File: config.mk
export PLATFORM = sky130hd
export DESIGN_NAME = cascade_sum_stage
export DESIGN_NICKNAME = d
export VERILOG_FILES = /design/src/rtl/cascade_sum_pkg.sv /design/src/rtl/cascade_sum_ctrl.sv /design/src/rtl/cascade_sum_dp.sv /design/src/rtl/cascade_sum_stage.sv
export SDC_FILE = /design/constraint.sdc
export NUM_CORES = 1
export LEC_CHECK = 0
export BUFFER_PORTS_ARGS = -buffer_cell sky130_fd_sc_hd__buf_2
export CAP_MARGIN = 10
export CORE_ASPECT_RATIO = 2
export CORE_MARGIN = 2
export CORE_UTILIZATION = 59
export DETAILED_ROUTE_END_ITERATION = 8
export HOLD_SLACK_MARGIN = 0.1
export PLACE_DENSITY = 0.89
export RECOVER_POWER = 100
export SLEW_MARGIN = 40
export SYNTH_ARGS = -nofsm -noshare
export SYNTH_HDL_FRONTEND = slang
export SYNTH_HIERARCHICAL = 1
export SYNTH_SLANG_ARGS = --single-unit
export TNS_END_PERCENT = 5
File: constraint.sdc
create_clock -name clk -period 5.7 [get_ports clk]
set_clock_uncertainty 0.05 [all_clocks]
set_input_delay 0 -clock clk [delete_from_list [all_inputs] [get_ports clk]]
set_output_delay 0 -clock clk [all_outputs]
set_load 0.02 [all_outputs]
File: src/rtl/cascade_sum_pkg.sv
package cascade_sum_pkg;
  parameter int SUM_W     = 20;
  parameter int MAX_DELAY = 7;
  parameter int DLY_W     = $clog2(MAX_DELAY + 1);

  // strobes handed from control to datapath each cycle
  typedef struct packed {
    logic             zeroNow;
    logic             negNow;
    logic             useFeedback;
    logic [DLY_W-1:0] tapSel;
  } stage_ctrl_t;
endpackage

File: src/rtl/cascade_sum_ctrl.sv
module cascade_sum_ctrl
  import cascade_sum_pkg::*;
#(
  parameter int MAX_DLY = MAX_DELAY
) (
  input  logic             clk,
  input  logic             rst,
  input  logic             zeroCtl,
  input  logic             negCtl,
  input  logic             fbSel,
  input  logic [DLY_W-1:0] delaySel,
  output stage_ctrl_t      ctrl
);
  localparam int LINE_N = MAX_DLY + 1;

  logic [LINE_N-1:0] zeroLine;
  logic [LINE_N-1:0] negLine;
  logic [DLY_W-1:0]  tapSel;

  always_ff @(posedge clk) begin
    if (rst) begin
      zeroLine[0] <= 1'b0;
      negLine[0]  <= 1'b0;
    end else begin
      zeroLine[0] <= zeroCtl;
      negLine[0]  <= negCtl;
    end
  end

  for (genvar gi = 1; gi < LINE_N; gi++) begin : g_flagLine
    always_ff @(posedge clk) begin
      if (rst) begin
        zeroLine[gi] <= 1'b0;
        negLine[gi]  <= 1'b0;
      end else begin
        zeroLine[gi] <= zeroLine[gi-1];
        negLine[gi]  <= negLine[gi-1];
      end
    end
  end

  always_comb begin
    tapSel = (int'(delaySel) > MAX_DLY) ? DLY_W'(MAX_DLY) : delaySel;
    ctrl.tapSel      = tapSel;
    ctrl.zeroNow     = zeroLine[tapSel];
    ctrl.negNow      = negLine[tapSel];
    ctrl.useFeedback = fbSel;
  end
endmodule

File: src/rtl/cascade_sum_dp.sv
module cascade_sum_dp
  import cascade_sum_pkg::*;
#(
  parameter int WIDTH   = SUM_W,
  parameter int MAX_DLY = MAX_DELAY
) (
  input  logic             clk,
  input  logic             rst,
  input  logic [WIDTH-1:0] filterSum,
  input  logic [WIDTH-1:0] cascadeIn,
  input  stage_ctrl_t      ctrl,
  output logic [WIDTH-1:0] sumOut
);
  localparam int LINE_N = MAX_DLY + 1;

  logic [WIDTH-1:0] sumLine [LINE_N];
  logic [WIDTH-1:0] cascReg;
  logic [WIDTH-1:0] tapSum;
  logic [WIDTH-1:0] condSum;
  logic [WIDTH-1:0] operand;

  always_ff @(posedge clk) begin
    if (rst) begin
      sumLine[0] <= '0;
      cascReg    <= '0;
    end else begin
      sumLine[0] <= filterSum;
      cascReg    <= cascadeIn;
    end
  end

  for (genvar gi = 1; gi < LINE_N; gi++) begin : g_sumLine
    always_ff @(posedge clk) begin
      if (rst) sumLine[gi] <= '0;
      else     sumLine[gi] <= sumLine[gi-1];
    end
  end

  always_comb begin
    tapSum = sumLine[ctrl.tapSel];
    if (ctrl.zeroNow)     condSum = '0;
    else if (ctrl.negNow) condSum = WIDTH'(~tapSum + 1'b1);
    else                  condSum = tapSum;
    operand = ctrl.useFeedback ? sumOut : cascReg;
  end

  always_ff @(posedge clk) begin
    if (rst) sumOut <= '0;
    else     sumOut <= WIDTH'(condSum + operand);
  end
endmodule

File: src/rtl/cascade_sum_stage.sv
module cascade_sum_stage
  import cascade_sum_pkg::*;
#(
  parameter int WIDTH   = SUM_W,
  parameter int MAX_DLY = MAX_DELAY
) (
  input  logic             clk,
  input  logic             rst,
  input  logic [WIDTH-1:0] filterSum,
  input  logic [WIDTH-1:0] cascadeIn,
  input  logic             fbSel,
  input  logic             zeroCtl,
  input  logic             negCtl,
  input  logic [DLY_W-1:0] delaySel,
  output logic [WIDTH-1:0] cascadeOut
);
  stage_ctrl_t ctrlBus;

  cascade_sum_ctrl #(.MAX_DLY(MAX_DLY)) ctrl_i (
    .clk(clk), .rst(rst), .zeroCtl(zeroCtl), .negCtl(negCtl),
    .fbSel(fbSel), .delaySel(delaySel), .ctrl(ctrlBus)
  );

  cascade_sum_dp #(.WIDTH(WIDTH), .MAX_DLY(MAX_DLY)) dp_i (
    .clk(clk), .rst(rst), .filterSum(filterSum), .cascadeIn(cascadeIn),
    .ctrl(ctrlBus), .sumOut(cascadeOut)
  );
endmodule

==> Word level (Yosys, flattened, before mapping) <==
Memories as Yosys holds them, arrays and structs flattened.
Index checks and enable logic that the tools add are counted.
{ "op_classes": {"add_sub_neg": 2, "n_mul": 0, "div_mod_pow": 0, "n_lt_le_gt_ge": 1, "eq_ne": 0, "shift": 0, "n_mux": 18, "bitwise_logic": 9, "n_reduce_logical": 0} }
{ "ops": {"columns": ["operator", "count"], "rows": [
  ["$mux W20", 11],
  ["$add A20 B1 Y20 const B", 1],
  ["$add A20 B20 Y20", 1],
  ["$not A20 Y20", 1],
  ["$or A1 B1 Y1", 8],
  ["$bmux W1 S3", 2],
  ["$mux W1", 5],
  ["$lt A3 B4 Y1 const B", 1]
]} }
{ "totals": {"ff_bits": 56, "latch_bits": 0, "mem_bits_rw": 160, "rom_bits": 0, "in_bits": 48, "out_inout_bits": 20, "word_cells": 49, "memories": 1} }
{ "mem_list": {"columns": ["memory", "words", "word_bits", "rd", "rd_clocked_by_memory_dff", "write_ports", "line", "text"], "rows": [
  ["dp_i.sumLine", 8, 20, 8, 0, 8, "cascade_sum_dp.sv:16", "logic [WIDTH-1:0] sumLine [LINE_N];"]
]} }

==> Logic depth before layout (Yosys ltp) <==
Gate-level depths: netlist of run 1.
An unclocked memory read counts as a cell.
{ "logic_depth": {"ltp_word": 6, "depth_mapped": 21, "mapped_depth_nobuf": 17} }

==> By module <==
The synthesis of run 1 kept the hierarchy.
{ "by_module_without_submodules": {"columns": ["module", "n_inst", "cells_each", "area_each_um2", "seq_area_each_um2"], "rows": [
  ["cascade_sum_dp", 1, 776, 8364.3, 4003.8],
  ["cascade_sum_ctrl", 1, 43, 581.8, 320.3]
]} }

==> Worst setup path before layout of run 1 <==
No wires, ideal clock.
{ "synth_timing": {"kind": "input to register", "startpoint": "input delaySel[1]", "endpoint": "register dp_i.sumOut[19]", "setup_ns": 0.132, "arrival_time_ns": 4.199, "required_time_ns": 5.518, "setup_slack_ns": 1.320, "stages": 20, "path_buffers": 4, "path_cell_list": "buf_4 > buf_4 > buf_1 > buf_2 > mux4_2 > mux2i_1 > ha_1 > o221ai_1 > or4_4 > or4b_4 > o21ai_2 > xnor2_1 > nor2_1 > ha_1 > nand3_1 > nand2_1 > a41o_1 > o41ai_1 > and3_1 > nor3_1"} }
{ "synth_via": {"elab_chain_cells": 6, "elab_cells_between_ends": 10, "classes_between": "add/sub: 2; mux: 6; bitwise: 1; memory: 1"} }
{ "synth_lines": {"columns": ["element", "line", "text"], "rows": [
  ["start, declared", "cascade_sum_stage.sv:14", "input logic [DLY_W-1:0] delaySel,"],
  ["$mem_v2 Z8 W20", null, null],
  ["$not A20 Y20", "cascade_sum_dp.sv:42", "else if (ctrl.negNow) condSum = WIDTH'(~tapSum + 1'b1);"],
  ["$add A20 B1 Y20", "cascade_sum_dp.sv:42", null],
  ["$mux W20", "cascade_sum_dp.sv:42", null],
  ["$mux W20 *", "cascade_sum_dp.sv:41", "if (ctrl.zeroNow) condSum = '0;"],
  ["$add A20 B20 Y20 *", "cascade_sum_dp.sv:49", "else sumOut <= WIDTH'(condSum + operand);"],
  ["end signal, assigned", "cascade_sum_dp.sv:49", null],
  ["end, declared", "cascade_sum_dp.sv:12", "output logic [WIDTH-1:0] sumOut"]
]} }
Mark *: on every way between the ends. The rest lies on a longest branch, timed or not. The select of a mux whose other input is x is not followed.
A chain may end at the register's enable or synchronous reset.

==> run summary, run 1 <==
highest clock rate -> 208 MHz
MaxCap Viol Count -> 1
worst setup path class -> reg -> reg
largest net degree at the start of global routing -> 118
xor-xnor portion of the synthesized cell area -> 2.94%
Boundary Pins -> 68
count leader, synth -> dfxtp_1
Reg2Reg Depth -> 17
Max FO, Critical Path -> 6
die area -> 16200 µm²
Synth top cells by count -> 216 x dfxtp_1, 201 x nor2b_1, 57 x nor2_1
final slew viol count -> 118
Final ANT Viol Nets -> 0
sequential area share after synthesis -> 48.3%
Yosys top cell area share -> 48.3%
Lkg Pwr -> 4.35 nW
leading area contributor after synthesis -> dfxtp_1
first-pass GRT wire length -> 31100 µm
core area -> 14800 µm²
Initial Util -> 60.4%
final hold vios -> 0
initial antenna violation count -> 0
violated checks -> max-capacitance violations, max-slew violations
Site Rows -> 63
Die Ht -> 178 µm
Post-synth ARST share -> 0%
RSZ-0062 raised after global routing -> no
Sink Count -> 216
outcome -> finished, violations left
Synthesis Warnings -> 6
H-tree levels -> 1
clk root buf -> clkbuf_16
reg2reg setup slack -> 0.88 ns
GP Congestion -> 0.956
post-synth cell types -> 64
simple-gate portion of the synthesized area -> 20.9%
CTS resizes -> 0
actual slew at the worst max-slew pin -> 4.68 ns
Post-Route WL -> 19400 µm
Crit. End Element -> register
DR vias -> 6301
minimum clock period -> 4.82 ns
Hold Worst Slack -> 0.200 ns
nets@finish -> 996
RR Endpoint -> dp_i/sumOut[19]
I/O Buffers -> 67
synthesized cell area -> 8950 µm²
largest family of logic cells by synthesized area -> simple AND/OR/NAND/NOR gates
TritonCTS buffer count -> 20
# DRC -> 0
synthesized area per cell -> 10.9 µm²
ranking of synthesized cells by area -> dfxtp_1 48%, nor2b_1 14%, mux4_2 8.6%
setup TNS -> 0 ns
layout cells sized above 1 -> 16.4%
Hold Path Class -> in -> reg
drt wl/cell -> 17.1 µm
DP Wirelength -> 12300 µm
Clk Latency, worst-skew pair -> 0.50 ns
die width -> 91.1 µm
Worst slew margin -> -212%
Synth Area in Adders -> 3.02%
Startpoint Class -> register
total gr overflow -> 0
DR iter-0 viols -> 309
vias per cell -> 5.55
worst min-delay path startpoint -> filterSum[2]
drt first pass iters -> 6
VDD IR max -> 349 µV
CTS clk-pin slew, worst paths -> 0.07 ns
multiplexer area fraction after synthesis -> 15.7%
FF-to-FF Start -> dp_i/sumLine[3][3]
prevailing post-synth register cell -> dfxtp_1
gr usage total -> 23.8%
CTS tree -> done
compound-cell area share of the yosys netlist -> 6.13%
Hold EP -> dp_i/sumLine[0][2]
Post-CTS Setup Bufs -> 0
synthesis-to-finish area growth -> 19.0%
pwr dens -> 320 nW/µm²
vias in the first global route -> 6553
setup violators final -> 0
worst-case clock buffer depth -> 3
# hold bufs at CTS -> 63
Hold Crit Depth -> 3
required time worst endpoint -> 5.82 ns
Post-Synthesis Cells -> 819
Final period util -> 84.5%
# diodes -> 0
Synthesized Nets -> 888
worst path arrival time -> 4.94 ns
Post-synth EDFFs -> 0
#FFs+latches synth -> 216
==> final cells by class <==
type,count,area (µm²)
clock buffer,26,584
fill,1023,4180
inverter,11,41.3
sequential,216,4320
clock inverter,9,120
multi-input combinational,545,4360
timing repair buffer,133,971
tap,195,244
==> critical path, cell delays in order (launching register included) <==
cell	delay, ns
dfxtp_1	0.35
o311ai_0	0.72
o32a_1	0.29
o2111a_1	0.25
nand4_1	0.28
or2_0	0.40
nand2_1	0.11
xnor2_1	0.12
nor2_1	0.06
ha_1	0.35
a21oi_1	0.14
o21ai_0	0.16
a211oi_1	0.25
nor2_1	0.10
a41o_1	0.26
o41ai_1	0.34
and3_1	0.21
nor3_1	0.04
==> cell families after synthesis <==
group | Yosys count
adder cells (fa/ha/maj) | 21
multiplexers | 87
buffers and inverters | 58
flip-flops | 216
XOR/XNOR | 30
AO/OA/AOI/OAI | 77
AND/OR/NAND/NOR | 330
==> metal layers <==
metal	share of wire (%)	track usage, %
met2	54	45.0
met5	0	0
met3	4.0	3.25
met4	3.7	10.4
met1	38	26.1
==> state kept, by name (all words and copies together), names as in the netlist <==
signal and cells:
ctrl_i/negLine 8, ctrl_i/zeroLine 8, dp_i/cascReg 20, dp_i/sumLine 160, dp_i/sumOut 20
==> through the flow <==
stage / instance area (µm²) / setup slack (ns) / power, mW / util, % / std cells
after floorplan: 8950 / 1.32 / 1.89 / - / 819
after global placement: 9330 / 0.961 / 1.98 / 63.0 / 1037
after detailed placement: 9340 / 0.803 / 1.99 / 63.0 / 1037
after CTS: 10700 / 1.18 / 3.42 / 72.0 / 1135
after global routing: 10600 / 0.564 / 3.53 / 71.8 / 1135
final: 10600 / 0.882 / 3.40 / 71.8 / 1135
==> how the worst max path moves through the flow <==
stage,from,to,slack [ns],depth (start not counted)
after floorplan,delaySel[1],dp_i/sumOut[19],1.32,20
after global placement,delaySel[1],dp_i/sumOut[19],0.96,19
after global routing,ctrl_i/negLine[1],dp_i/sumOut[18],0.56,15
final,dp_i/sumLine[3][3],dp_i/sumOut[19],0.88,17
after detailed placement,delaySel[1],dp_i/sumOut[19],0.80,19
after CTS,dp_i/sumLine[3][3],dp_i/sumOut[19],1.18,16
==> where the power goes <==
part | internal (mW) | switching (mW)
registers | 1.56 | 0.0274
logic | 0.184 | 0.220
clock network | 0.857 | 0.554
==> cells in the final DEF (no fill, tap or decap), drive strengths merged, types with 4 or more instances in the layout <==
cell,n
inv,11
xor2,9
a211oi,5
dfxtp,216
nor4,5
mux4,38
clkbuf,47
a21o,4
nor2b,201
ha,20
mux2,25
buf,49
o21ai,16
or2,6
a21oi,15
nor2,57
o2111ai,4
nand3,5
nand2,20
mux2i,24
clkinv,6
xnor2,21
dlygate4sd3,63
nor3,15
a22o,4
No activity file was read; power rests on OpenSTA's default activity.
==> run 2, diff against run 1 <==
- ABC_AREA: not set -> 1
- CORE_UTILIZATION: 59 -> 54
- PLACE_DENSITY: 0.89 -> 0.86
- clock period: 5.7 -> 3.92 ns (I/O delays scaled with it)
==> run 2 against run 1 <==
  * The flow still finishes with violations (max-capacitance violations, max-slew violations)
  * Largest cell class is now flip-flops and latches
  * Register-to-register slack got worse by 0.60 ns
  * Clock power increased by 35%
  * Hold slack improved by 0.010 ns
  * Critical path type unchanged
  * Largest power group unchanged
  * Final area increased by 4.8%
  * Utilization decreased by 6.9 points
  * Critical path depth increased by 8
==> run summary, run 2 <==
Post-Synthesis Cells -> 1310 (+60%)
# DRC -> 0 (unchanged)
initial antenna violation count -> 0 (unchanged)
simple-gate portion of the synthesized area -> 26.3% (+5.3 points)
Top delay family on crit path -> simple AND/OR/NAND/NOR gates
synthesis-to-finish area growth -> 18.8%
worst min-delay path startpoint -> filterSum[3]
core area -> 17200 µm² (+16%)
actual slew at the worst max-slew pin -> 3.17 ns (-1.51 ns)
compound-cell area share of the yosys netlist -> 8.28% (+2.1 points)
clk root buf -> clkbuf_16
Die Ht -> 190 µm (+6.9%)
Synthesized Nets -> 1379 (+55%)
post-synth cell types -> 36 (-44%)
reg2reg setup slack -> 0.29 ns (-0.60 ns)
RR Endpoint -> dp_i/sumOut[19]
Boundary Pins -> 68 (unchanged)
total gr overflow -> 0 (unchanged)
xor-xnor portion of the synthesized cell area -> 0.0933% (-2.8 points)
Max FO, Critical Path -> 5 (-1)
die width -> 97.2 µm (+6.8%)
setup violators final -> 0 (unchanged)
TritonCTS buffer count -> 19 (-5.0%)
layout cells sized above 1 -> 11.1% (-5.2 points)
fill cell total of the finished layout -> 1346 (+32%)
outcome -> finished, violations left
Final period util -> 92.7% (+8.2 points)
highest clock rate -> 275 MHz (+33%)
Post-Route WL -> 23900 µm (+23%)
I/O Buffers -> 67 (unchanged)
Synth top cells by count -> 241 x inv_1, 231 x nand2_1, 226 x nor2_1
worst-case clock buffer depth -> 3 (unchanged)
DP Wirelength -> 14100 µm (+15%)
violated checks -> max-capacitance violations, max-slew violations
CTS tree -> done
Hold EP -> dp_i/sumLine[0][3]
DR iter-0 viols -> 671 (+120%)
GP Congestion -> 0.995 (+4.1%)
FF-to-FF Start -> dp_i/sumLine[5][0]
# diodes -> 0 (unchanged)
Sink Count -> 216 (unchanged)
vias in the first global route -> 8521 (+30%)
Hold Path Class -> in -> reg
Final ANT Viol Nets -> 0 (unchanged)
Initial Util -> 54.6% (-5.7 points)
final hold vios -> 0 (unchanged)
Hold Crit Depth -> 4 (+1)
Post-synth EDFFs -> 0 (unchanged)
final slew viol count -> 165 (+40%)
worst path arrival time -> 3.96 ns (-0.98 ns)
sequential area share after synthesis -> 46.1% (-2.3 points)
pwr dens -> 479 nW/µm² (+50%)
Synthesis Warnings -> 6 (unchanged)
Clock Power Share -> 35.8% (-5.7 points)
minimum clock period -> 3.63 ns (-1.18 ns)
placed cell areas -> 9810 µm² (+5.1%)
ranking of synthesized cells by area -> dfxtp_1 46%, inv_1 9.6%, nand2_1 9.2%
Logic pwr share -> 20.2% (+8.3 points)
most common cell after layout, fill and taps aside -> inv_1
NetSw -> 1.54 mW (+93%)
MaxCap Viol Count -> 1 (unchanged)
critical path's most frequent cell -> nand2_1
count leader, synth -> inv_1
synthesized cell area -> 9390 µm² (+5.0%)
prevailing post-synth register cell -> dfxtp_1
Final Power -> 5.34 mW (+57%)
Post-synth ARST share -> 0% (unchanged)
Clk Latency, worst-skew pair -> 0.48 ns (-0.02 ns)
drt first pass iters -> 5 (-1)
commonest cells after routing, fill and taps aside -> 240 x inv_1, 228 x nand2_1, 225 x nor2_1
Lkg Pwr -> 5.34 nW (+23%)
#FFs+latches synth -> 216 (unchanged)
Site Rows -> 68 (+7.9%)
DR vias -> 8617 (+37%)
CP Buf/Inv Count -> 2 (+2)
Most flops, register -> dp_i/sumLine
Flop pwr share -> 44.0% (-2.7 points)
VDD IR max -> 466 µV (+33%)
CP max stage delay -> 0.42 ns (-0.30 ns)
leading area contributor after synthesis -> dfxtp_1
Top Registers -> dp_i/sumLine x160, dp_i/cascReg x20, dp_i/sumOut x20
first-pass GRT wire length -> 38600 µm (+24%)
gr usage total -> 24.9% (+1.1 points)
required time worst endpoint -> 4.24 ns (-1.58 ns)
Slowest-stage cell, CP -> nor4_4
Worst slew margin -> -111% (+100 points)
Reg2Reg Depth -> 25 (+8)
Synth Area in Adders -> 2.88% (-0.14 points)
P_int -> 3.80 mW (+46%)
Yosys top cell area share -> 46.1% (-2.3 points)
Startpoint Class -> register
max reg flops -> 160 (unchanged)
H-tree levels -> 1 (unchanged)
largest family of logic cells by synthesized area -> simple AND/OR/NAND/NOR gates
drt wl/cell -> 14.5 µm (-15%)
multiplexer area fraction after synthesis -> 2.16% (-14 points)
worst setup path class -> reg -> reg
CTS clk-pin slew, worst paths -> 0.07 ns (about the same)
vias per cell -> 5.23 (-5.8%)
finished layout cell area -> 11200 µm² (+4.8%)
synthesized area per cell -> 7.17 µm² (-34%)
Crit. End Element -> register
largest net degree at the start of global routing -> 165 (+40%)
switch share -> 28.9% (+5.4 points)
nets@finish -> 1497 (+50%)
die area -> 18500 µm² (+14%)
## run 2: cell types whose count changed after synthesis, moves of 45 or more
cell | previous run | this run
nor2_1 | 57 | 226
nand2_1 | 20 | 231
nand3_1 | 5 | 108
inv_1 | 9 | 241
a21oi_1 | 15 | 60
nor2b_1 | 201 | 0
## run 2: per-layer routing
layer / share of wire [%] / GRT usage, %
met1: 36 / 26.1
met2: 53 / 47.0
met3: 5.1 / 2.90
met4: 5.8 / 14.9
met5: 0 / 0
## run 2: metrics by stage
stage | worst slack [ns] | TNS (ns) | util [%] | std cells | hold WS [ns]
after floorplan | 0.601 | 0 | - | 1310 | 0.0570
after global placement | 0.00209 | 0 | 57.1 | 1548 | 0.148
after detailed placement | -0.0917 | -0.0917 | 57.1 | 1548 | 0.155
after CTS | 0.0541 | 0 | 64.6 | 1644 | 0.203
after global routing | -0.0780 | -0.152 | 64.9 | 1647 | 0.222
final | 0.287 | 0 | 64.9 | 1647 | 0.210
## run 2: worst max-delay path by stage
stage	from	to	cells past startpoint
6_report	dp_i/sumLine[5][0]	dp_i/sumOut[19]	25
5_1_grt	dp_i/sumLine[5][0]	dp_i/sumOut[16]	27
4_1_cts	dp_i/sumLine[5][0]	dp_i/sumOut[19]	29
3_5_place_dp	delaySel[0]	dp_i/sumOut[19]	29
3_3_place_gp	delaySel[0]	dp_i/sumOut[19]	29
2_1_floorplan	delaySel[0]	dp_i/sumOut[19]	30
## run 2: what timing repair did
item | CTS | global route
setup endpoints to repair | 1 | 7
buffers inserted | 0 | 3
hold buffers | 66 | 0
resized for setup | 1 | 17
pin swaps | 0 | 11
endpoints found under the hold margin | 57 | 0
## run 2: power groups by stage
| stage | logic [mW] | clock network, mW | registers [mW] |
|---|---|---|---|
| 2_1_floorplan | 0.623 | 0 | 2.44 |
| 3_3_place_gp | 0.917 | 0 | 2.39 |
| 3_5_place_dp | 0.935 | 0 | 2.39 |
| 4_1_cts | 1.00 | 1.92 | 2.34 |
| 5_1_grt | 1.19 | 2.02 | 2.35 |
| 6_report | 1.08 | 1.91 | 2.35 |
## run 2: final cells by class
type                            count  area (µm²)  share of cell area (%)
Timing Repair Buffer              159        1180                    10.6
Multi-Input combinational cell    777        3800                    34.1
Clock inverter                      6         109                   0.976
Tap cell                          210         263                    2.36
Inverter                          255         962                    8.63
Clock buffer                       24         514                    4.61
Sequential cell                   216        4320                    38.8
## run 2: cells by family (layout without fill, tap and decap cells)
kind of cell / after synthesis / after routing
simple gates: 599 / 599
buf+inv: 317 / 444
flops: 216 / 216
compound gates: 138 / 138
fa+ha+maj: 21 / 21
mux: 18 / 18
xor+xnor: 1 / 1
## run 2: worst register-to-register path, delay by kind of cell, from the launching register on
family          cells  cell delay (ns)
simple gates       19             2.26
flops               1             0.30
compound gates      2             0.22
fa+ha+maj           2             0.54
buf+inv             2             0.16
==> run 3, diff against run 2 <==
- BUFFER_PORTS_ARGS: -buffer_cell sky130_fd_sc_hd__buf_2 -> -buffer_cell sky130_fd_sc_hd__buf_4
==> run 3 against run 2 <==
  * The run now ends clean
  * Register-to-register slack about the same
  * Sequential share of layout area is 0.54 points lower
  * Non-clock buffer count shrank 5
  * Hold slack got worse by 0.046 ns
  * Flip-flop and latch count unchanged
  * Critical endpoint unchanged
  * Largest cell class unchanged
  * Highest routed layer unchanged
==> run summary, run 3 (synthesized netlist as in run 2, its figures left out) <==
MaxCap Viol Count -> 0 (-1)
DP Wirelength -> 14500 µm (+2.9%)
actual slew at the worst max-slew pin -> 0.747 ns (-2.42 ns)
setup TNS -> 0 ns (unchanged)
worst path arrival time -> 4.01 ns (+0.05 ns)
I/O Buffers -> 67 (unchanged)
DR iter-0 viols -> 507 (-24%)
Hold Path Class -> in -> reg
Post-Route WL -> 22600 µm (-5.3%)
pwr dens -> 492 nW/µm² (+2.6%)
P_int -> 4.03 mW (+6.1%)
Hold Worst Slack -> 0.164 ns (-0.0459 ns)
Slowest-stage cell, CP -> dfxtp_1
H-tree levels -> 1 (unchanged)
vias in the first global route -> 8455 (-0.77%)
outcome -> finished, final reports clean
Max FO, Critical Path -> 6 (+1)
Crit. End Element -> register
Top Registers -> dp_i/sumLine x160, dp_i/cascReg x20, dp_i/sumOut x20
setup violators final -> 0 (unchanged)
die area -> 18500 µm² (unchanged)
Startpoint Class -> register
worst-case clock buffer depth -> 3 (unchanged)
Final ANT Viol Nets -> 0 (unchanged)
# DRC -> 0 (unchanged)
core area -> 17200 µm² (unchanged)
minimum clock period -> 3.63 ns (-0.00723 ns)
clk root buf -> clkbuf_16
Most flops, register -> dp_i/sumLine
RSZ-0062 raised after global routing -> yes
initial antenna violation count -> 0 (unchanged)
switch share -> 27.5% (-1.4 points)
Initial Util -> 54.6% (unchanged)
Final Core Density -> 65.8% (+0.92 points)
vias per cell -> 5.16 (-1.3%)
Clk Latency, worst-skew pair -> 0.49 ns (about the same)
GP Congestion -> 0.963 (-3.2%)
VDD IR max -> 455 µV (-2.5%)
max reg flops -> 160 (unchanged)
Post-Place Cells -> 1553 (+0.32%)
drt wl/cell -> 13.8 µm (-5.1%)
Flop pwr share -> 42.1% (-1.9 points)
dpl ws -> 0.155 ns (+0.247 ns)
Setup WS post-layout -> 0.294 ns (+0.00723 ns)
TritonCTS buffer count -> 19 (unchanged)
Logic pwr share -> 19.1% (-1.1 points)
Top delay family on crit path -> simple AND/OR/NAND/NOR gates
CP Buf/Inv Count -> 3 (+1)
Lkg Pwr -> 5.39 nW (+1.0%)
required time worst endpoint -> 4.30 ns (+0.06 ns)
NetSw -> 1.53 mW (-0.93%)
Sink Count -> 216 (unchanged)
final slew viol count -> 0 (-100%)
drt first pass iters -> 5 (unchanged)
first-pass GRT wire length -> 37700 µm (-2.3%)
worst setup path class -> reg -> reg
Final Power -> 5.56 mW (+4.1%)
die width -> 97.2 µm (unchanged)
critical path's most frequent cell -> nand2_1
CP max stage delay -> 0.30 ns (-0.12 ns)
total gr overflow -> 0 (unchanged)
most common cell after layout, fill and taps aside -> inv_1
placed cell areas -> 10000 µm² (+2.2%)
Clock Power Share -> 38.8% (+3.0 points)
# diodes -> 0 (unchanged)
gr usage total -> 24.3% (-0.61 points)
CTS clk-pin slew, worst paths -> 0.07 ns (about the same)
DR vias -> 8487 (-1.5%)
Worst slew margin -> 50.2% (+160 points)
Post-Layout Cell Count -> 1644 (-0.18%)
Site Rows -> 68 (unchanged)
largest net degree at the start of global routing -> 105 (-36%)
nets@finish -> 1492 (-0.33%)
Final period util -> 92.5% (-0.18 points)
finished layout cell area -> 11300 µm² (+1.4%)
CTS tree -> done
final hold vios -> 0 (unchanged)
Boundary Pins -> 68 (unchanged)
fill cell total of the finished layout -> 1390 (+3.3%)
synthesis-to-finish area growth -> 20.5%
Die Ht -> 190 µm (unchanged)
commonest cells after routing, fill and taps aside -> 241 x inv_1, 228 x nand2_1, 225 x nor2_1
layout cells sized above 1 -> 11.5% (+0.37 points)
highest clock rate -> 276 MHz (+0.20%)
run 3: cell types whose count changed in the layout (fill, tap and decap cells not counted), moves of 3 or more:
cell,previous run,this run
buf_4,23,72
buf_2,46,0
dlygate4sd3_1,66,57
bufinv_16,3,6
run 3: worst register-to-register path: cells and delay by family (launching register included):
family | cells | cell delay, ns
flops | 1 | 0.30
fa+ha+maj | 2 | 0.45
compound gates | 5 | 0.76
simple gates | 18 | 1.69
buf+inv | 3 | 0.31
run 3: timing repair:
item,in CTS,in global routing
setup endpoints to repair,0,4
endpoints found under the hold margin,129,0
resized for setup,0,11
setup buffers,0,2
hold buffers,57,0
run 3: power by group through the flow:
stage | sequential [mW] | clock [mW] | combinational (mW)
after global routing | 2.35 | 2.27 | 1.18
after global placement | 2.39 | 0 | 0.990
final | 2.34 | 2.16 | 1.06
after CTS | 2.34 | 2.17 | 1.06
after detailed placement | 2.39 | 0 | 1.00
after floorplan | 2.44 | 0 | 0.623
run 3: area by class of cell:
| cell class | count | area [µm²] | share of cell area (%) |
|---|---|---|---|
| Multi-Input combinational cell | 777 | 3770 | 33.4 |
| Clock inverter | 9 | 205 | 1.81 |
| Sequential cell | 216 | 4320 | 38.2 |
| Tap cell | 210 | 263 | 2.32 |
| Inverter | 255 | 962 | 8.51 |
| Clock buffer | 23 | 520 | 4.60 |
| Timing Repair Buffer | 154 | 1260 | 11.2 |
run 3: per-layer routing:
layer	routed length, µm	part of all wire [%]	track usage [%]
met4	1410	6.2	15.3
met1	8410	37	24.6
met2	12000	53	46.5
met5	0	0	0
met3	850	3.8	2.82
run 3: worst paths after layout:
check | startpoint | endpoint | slack, ns | cells past startpoint
min | fbSel | dp_i/sumOut[19] | 0.16 | 6
max reg2reg | dp_i/sumLine[1][0] | dp_i/sumOut[19] | 0.29 | 28
max | dp_i/sumLine[1][0] | dp_i/sumOut[19] | 0.29 | 28
min reg2reg | ctrl_i/zeroLine[2] | ctrl_i/zeroLine[3] | 0.37 | 2
